`src/rtl/hazfwd_pkg.sv`:
```
package hazfwd_pkg;

    // stage slots of the pending-write view, youngest first
    localparam int STG_EX  = 0;
    localparam int STG_MEM = 1;
    localparam int STG_WB  = 2;
    localparam int NSTAGE  = 3;

    // number of decode source operands
    localparam int NSRC = 2;

    typedef enum logic [1:0] {
        FWD_REGFILE = 2'b00,
        FWD_EXMEM   = 2'b01,
        FWD_MEMWB   = 2'b10
    } fwd_sel_e;

    typedef struct packed {
        fwd_sel_e sel;
        logic     load_hit;
    } opnd_res_t;

endpackage

```
`src/rtl/hazfwd_cmp.sv`:
```
module hazfwd_cmp #(
    parameter int REG_W = 5
) (
    input  logic [REG_W-1:0] src,
    input  logic [REG_W-1:0] dst,
    input  logic             wr,
    output logic             hit
);

    // register 0 is hard-wired, so a write to it is never pending
    always_comb begin
        hit = wr && (dst == src) && (src != '0);
    end

endmodule

```
`src/rtl/hazfwd_operand.sv`:
```
module hazfwd_operand
    import hazfwd_pkg::*;
#(
    parameter int REG_W = 5
) (
    input  logic             clk,
    input  logic             rst_n,
    input  logic [REG_W-1:0] src,
    input  logic [REG_W-1:0] stg_dst [NSTAGE],
    input  logic [NSTAGE-1:0] stg_wr,
    input  logic             ex_load,
    output opnd_res_t        res
);

    logic [NSTAGE-1:0] hit;
    opnd_res_t         res_d;

    for (genvar g = 0; g < NSTAGE; g++) begin : g_cmp
        hazfwd_cmp #(.REG_W(REG_W)) u_cmp (
            .src (src),
            .dst (stg_dst[g]),
            .wr  (stg_wr[g]),
            .hit (hit[g])
        );
    end

    // youngest producer first; writeback needs no path
    always_comb begin
        res_d.sel      = FWD_REGFILE;
        res_d.load_hit = 1'b0;
        if (hit[STG_EX]) begin
            if (ex_load) begin
                res_d.load_hit = 1'b1;
            end else begin
                res_d.sel = FWD_EXMEM;
            end
        end else if (hit[STG_MEM]) begin
            res_d.sel = FWD_MEMWB;
        end
    end

    assign res = res_d;

    // a producer seen only in writeback is read from the register file
    a_r4_wb_only_regfile: assert property (@(posedge clk) disable iff (!rst_n)
        (hit[STG_WB] && !hit[STG_EX] && !hit[STG_MEM]) |-> (res.sel == FWD_REGFILE));

    // an execute-stage producer always beats the memory stage
    a_r3_youngest_wins: assert property (@(posedge clk) disable iff (!rst_n)
        (hit[STG_EX] && hit[STG_MEM] && !ex_load) |-> (res.sel == FWD_EXMEM));

    // register 0 never bypasses nor interlocks
    a_r6_zero_src_quiet: assert property (@(posedge clk) disable iff (!rst_n)
        (src == '0) |-> (res.sel == FWD_REGFILE && !res.load_hit));

endmodule

```
`src/rtl/hazfwd_unit.sv`:
```
module hazfwd_unit
    import hazfwd_pkg::*;
#(
    parameter int REG_W = 5
) (
    input  logic             clk,
    input  logic             rst_n,
    input  logic [REG_W-1:0] dec_rs,
    input  logic [REG_W-1:0] dec_rt,
    input  logic [REG_W-1:0] ex_dst,
    input  logic             ex_wr,
    input  logic             ex_load,
    input  logic [REG_W-1:0] mem_dst,
    input  logic             mem_wr,
    input  logic [REG_W-1:0] wb_dst,
    input  logic             wb_wr,
    output logic [1:0]       fwd_rs,
    output logic [1:0]       fwd_rt,
    output logic             stall
);

    typedef struct packed {
        logic [1:0] rs_sel;
        logic [1:0] rt_sel;
        logic       stall;
    } out_t;

    logic [REG_W-1:0]  src      [NSRC];
    logic [REG_W-1:0]  stg_dst  [NSTAGE];
    logic [NSTAGE-1:0] stg_wr;
    opnd_res_t         opnd_res [NSRC];
    out_t              out_d;

    always_comb begin
        src[0]           = dec_rs;
        src[1]           = dec_rt;
        stg_dst[STG_EX]  = ex_dst;
        stg_dst[STG_MEM] = mem_dst;
        stg_dst[STG_WB]  = wb_dst;
        stg_wr           = '0;
        stg_wr[STG_EX]   = ex_wr;
        stg_wr[STG_MEM]  = mem_wr;
        stg_wr[STG_WB]   = wb_wr;
    end

    for (genvar s = 0; s < NSRC; s++) begin : g_src
        hazfwd_operand #(.REG_W(REG_W)) u_opnd (
            .clk     (clk),
            .rst_n   (rst_n),
            .src     (src[s]),
            .stg_dst (stg_dst),
            .stg_wr  (stg_wr),
            .ex_load (ex_load),
            .res     (opnd_res[s])
        );
    end

    // an interlock sends a bubble, so both codes fall back to the file
    always_comb begin
        out_d.stall  = opnd_res[0].load_hit || opnd_res[1].load_hit;
        out_d.rs_sel = out_d.stall ? FWD_REGFILE : opnd_res[0].sel;
        out_d.rt_sel = out_d.stall ? FWD_REGFILE : opnd_res[1].sel;
    end

    assign fwd_rs = out_d.rs_sel;
    assign fwd_rt = out_d.rt_sel;
    assign stall  = out_d.stall;

    // load in execute feeding a source must interlock with quiet codes
    a_r8_load_use_stalls: assert property (@(posedge clk) disable iff (!rst_n)
        (ex_wr && ex_load && ex_dst != '0 && (ex_dst == dec_rs || ex_dst == dec_rt))
        |-> (stall && fwd_rs == 2'b00 && fwd_rt == 2'b00));

    // no load in execute means no interlock
    a_r9_no_spurious_stall: assert property (@(posedge clk) disable iff (!rst_n)
        !(ex_wr && ex_load) |-> !stall);

    // the unused code never appears
    a_r11_code_legal: assert property (@(posedge clk) disable iff (!rst_n)
        (fwd_rs != 2'b11) && (fwd_rt != 2'b11));

    // with every write-enable low nothing is bypassed
    a_r5_idle_pipe: assert property (@(posedge clk) disable iff (!rst_n)
        (!ex_wr && !mem_wr) |-> (fwd_rs == 2'b00 && fwd_rt == 2'b00 && !stall));

endmodule

```
`config.mk`:
```
export PLATFORM = sky130hd
export DESIGN_NAME = hazfwd_unit
export DESIGN_NICKNAME = d
export VERILOG_FILES = /design/src/rtl/hazfwd_pkg.sv /design/src/rtl/hazfwd_cmp.sv /design/src/rtl/hazfwd_operand.sv /design/src/rtl/hazfwd_unit.sv
export SDC_FILE = /design/constraint.sdc
export NUM_CORES = 1
export LEC_CHECK = 0
export BUFFER_PORTS_ARGS = -buffer_cell sky130_fd_sc_hd__buf_2
export CAP_MARGIN = 20
export CORE_AREA = 2 2 39 41
export DETAILED_ROUTE_END_ITERATION = 8
export DIE_AREA = 0 0 41 43
export GPL_ROUTABILITY_DRIVEN = 0
export GPL_TIMING_DRIVEN = 0
export PLACE_DENSITY = 0.67
export SLEW_MARGIN = 40
export SYNTH_ARGS = -nofsm -noshare
export SYNTH_HDL_FRONTEND = slang
export SYNTH_SLANG_ARGS = --single-unit
```
`constraint.sdc`:
```
create_clock -name vclk -period 1.2
set_clock_uncertainty 0.1 [all_clocks]
set_input_delay 0.12 -clock vclk [all_inputs]
set_output_delay 0.12 -clock vclk [all_outputs]
set_load 0.05 [all_outputs]
```
==> flow_summary_export.csv <==
group,metric,value,unit
power_and_ir_drop,power.leakage,0.270,nW
hold_path,worstHoldStart,"ex_load",
power_and_ir_drop,power_density,323,nW/um^2
hold_path,whs_path_depth,3,
synthesis,synth_common_cells,"xnor2_1, nand4_1, xor2_1",
layout,fin_util,52.8,%
layout,antenna_cells,0,
layout,register_area,0,um^2
synthesis,synth_top_area_cell,"xnor2_1",
sta,finalHoldViolations,0,
synthesis,synth_most_common_cell,"xnor2_1",
place,io_buffers,28,
sta,finalWorstSetupSlack,-0.519,ns
synthesis,synth_nets,68,
sta,tightest_slew,0.442,ns
layout,nets,101,
sta,period_share,143,%
floorplan,start_util,23.5,%
floorplan,die_area,1760,um^2
flow_run,cap_violations,0,
sta,setup_viol,5,
synthesis,synth.area.top_cells,"xnor2_1, xor2_1, a2111oi_2",
routing,vias_per_cell,4.79,
setup_path,start_kind,"primary input",
layout,multiInputGateArea,427,um^2
floorplan,die_w,41,um
status,status,"finished, violations left",
global_routing,overflow,0,
setup_path,cp.arrival,1.50,ns
routing,vias,402,
routing,dr.pass1.iters,1,
synthesis,ys_warn_count,0,
layout,numSequentialCells,0,
global_routing,grt_pass1_vias,395,
layout,finalInstanceArea,731,um^2
sta,min_period,1.72,ns
layout,area_delta_synth_final,125,%
synthesis,postSynthCellCount,37,
sta,fin_hold_ws,0.531,ns
synthesis,synth.top_cell.area_share,43.1,%
setup_path,crit_type,"in2out",
global_routing,grt_pass1_wl,1.75,mm
synthesis,synth_area,325,um^2
routing,drc,0,
place,dp.final_hpwl,877,um
floorplan,fp-row-count,14,
layout,drive_gt1_share,69.1,%
layout,fill_cells,132,
sta,max_slew_margin,70.3,%
synthesis,syn_avg_cell_area,8.79,um^2
floorplan,io_pins,36,
hold_path,min_to,"fwd_rt[0]",
setup_path,cp-end-kind,"output pin",
sta,final-max-slew-violation-count,0,
routing,routedWlPerCell,12.2,um
routing,drt_iter0_markers,0,
global_routing,grt_usage,13.6,%
hold_path,hp-class,"in2out",
setup_path,crit_fanout,4,
place,place_area,546,um^2
synthesis,yosysSeqAreaShare,0,%
setup_path,crit_required,0.98,ns
sta,grt_setup_unrepaired,"true",
cts,cts_hold_buf,0,
status,violations,"setup timing",
synthesis,yosysUniqueCellTypes,10,
place,dp_slack,-0.651,ns
floorplan,coreArea,1380,um^2
power_and_ir_drop,vdd_drop_max,0.135,mV
routing,totalWireLength,1.02,mm
global_routing,antenna_found_initial,0,
sta,max_freq,582,MHz
global_routing,grt_max_degree,6,
setup_path,startpoint,"dec_rt[4]",
floorplan,die_y,43,um
layout,clock_buffers,0,
power_and_ir_drop,total_power,0.236,mW
routing,antenna_left,0,
worst max path at each step:
stage                     slack, ns        end
after detailed placement      -0.65  fwd_rs[0]
after global routing          -0.56  fwd_rs[1]
after CTS                     -0.53  fwd_rs[1]
after global placement        -0.62  fwd_rs[1]
final                         -0.52  fwd_rs[1]
after floorplan               -0.59  fwd_rs[1]
power breakdown:
part	leakage (nW)	switching, mW	total, mW	internal, mW
registers	0	0	0	0
clock network	0	0	0	0
logic	0.270	0.104	0.236	0.132
placed cells by master, fill, tap and decap left out:
| master | Yosys | routed |
|---|---|---|
| a2111oi_4 | 0 | 2 |
| buf_12 | 0 | 1 |
| buf_2 | 0 | 13 |
| buf_4 | 0 | 3 |
| buf_6 | 0 | 9 |
| buf_8 | 0 | 5 |
| nand4_1 | 4 | 4 |
| nor2_4 | 0 | 2 |
| nor2b_2 | 0 | 1 |
| nor2b_4 | 0 | 1 |
| nor4_4 | 0 | 2 |
| o211ai_1 | 2 | 2 |
| o21a_2 | 0 | 1 |
| or4_4 | 2 | 2 |
| xnor2_1 | 16 | 11 |
| xnor2_2 | 0 | 5 |
| xor2_1 | 4 | 4 |
worst max-delay path, cell delays in order:
cell and delay [ns]:
buf_8 0.09, or4_4 0.55, nor2_4 0.14, nor4_4 0.07
a2111oi_4 0.31, buf_6 0.20
what timing repair did:
item	CTS	global route
pin swaps	9	4
setup buffers	1	2
setup endpoints to repair	5	5
gates resized for setup	32	10
kinds of logic after synthesis:
family | Yosys count | share of synthesized area (%)
AO/OA/AOI/OAI | 5 | 16.2
XOR/XNOR | 20 | 53.8
AND/OR/NAND/NOR | 12 | 30.0
area by class of cell:
type	count	area share, %
well taps	16	2.74
repair buffers	31	38.9
multi-input cells	37	58.4
metrics by stage:
| stage | instances | setup TNS [ns] |
|---|---|---|
| floorplan | 37 | -2.04 |
| global placement | 81 | -2.91 |
| detailed placement | 81 | -3.04 |
| CTS | 82 | -2.18 |
| global route | 84 | -2.41 |
| finish | 84 | -2.08 |
routing by layer:
metal / wire length (um) / vias up / global-route usage [%]
li1: - / 204 / -
met3: 63 / 0 / 0.524
met1: 409 / 180 / 17.2
met4: 0 / 0 / 0
met5: 0 / - / 0
met2: 550 / 18 / 25.3
(Power assumes the default switching activity.)
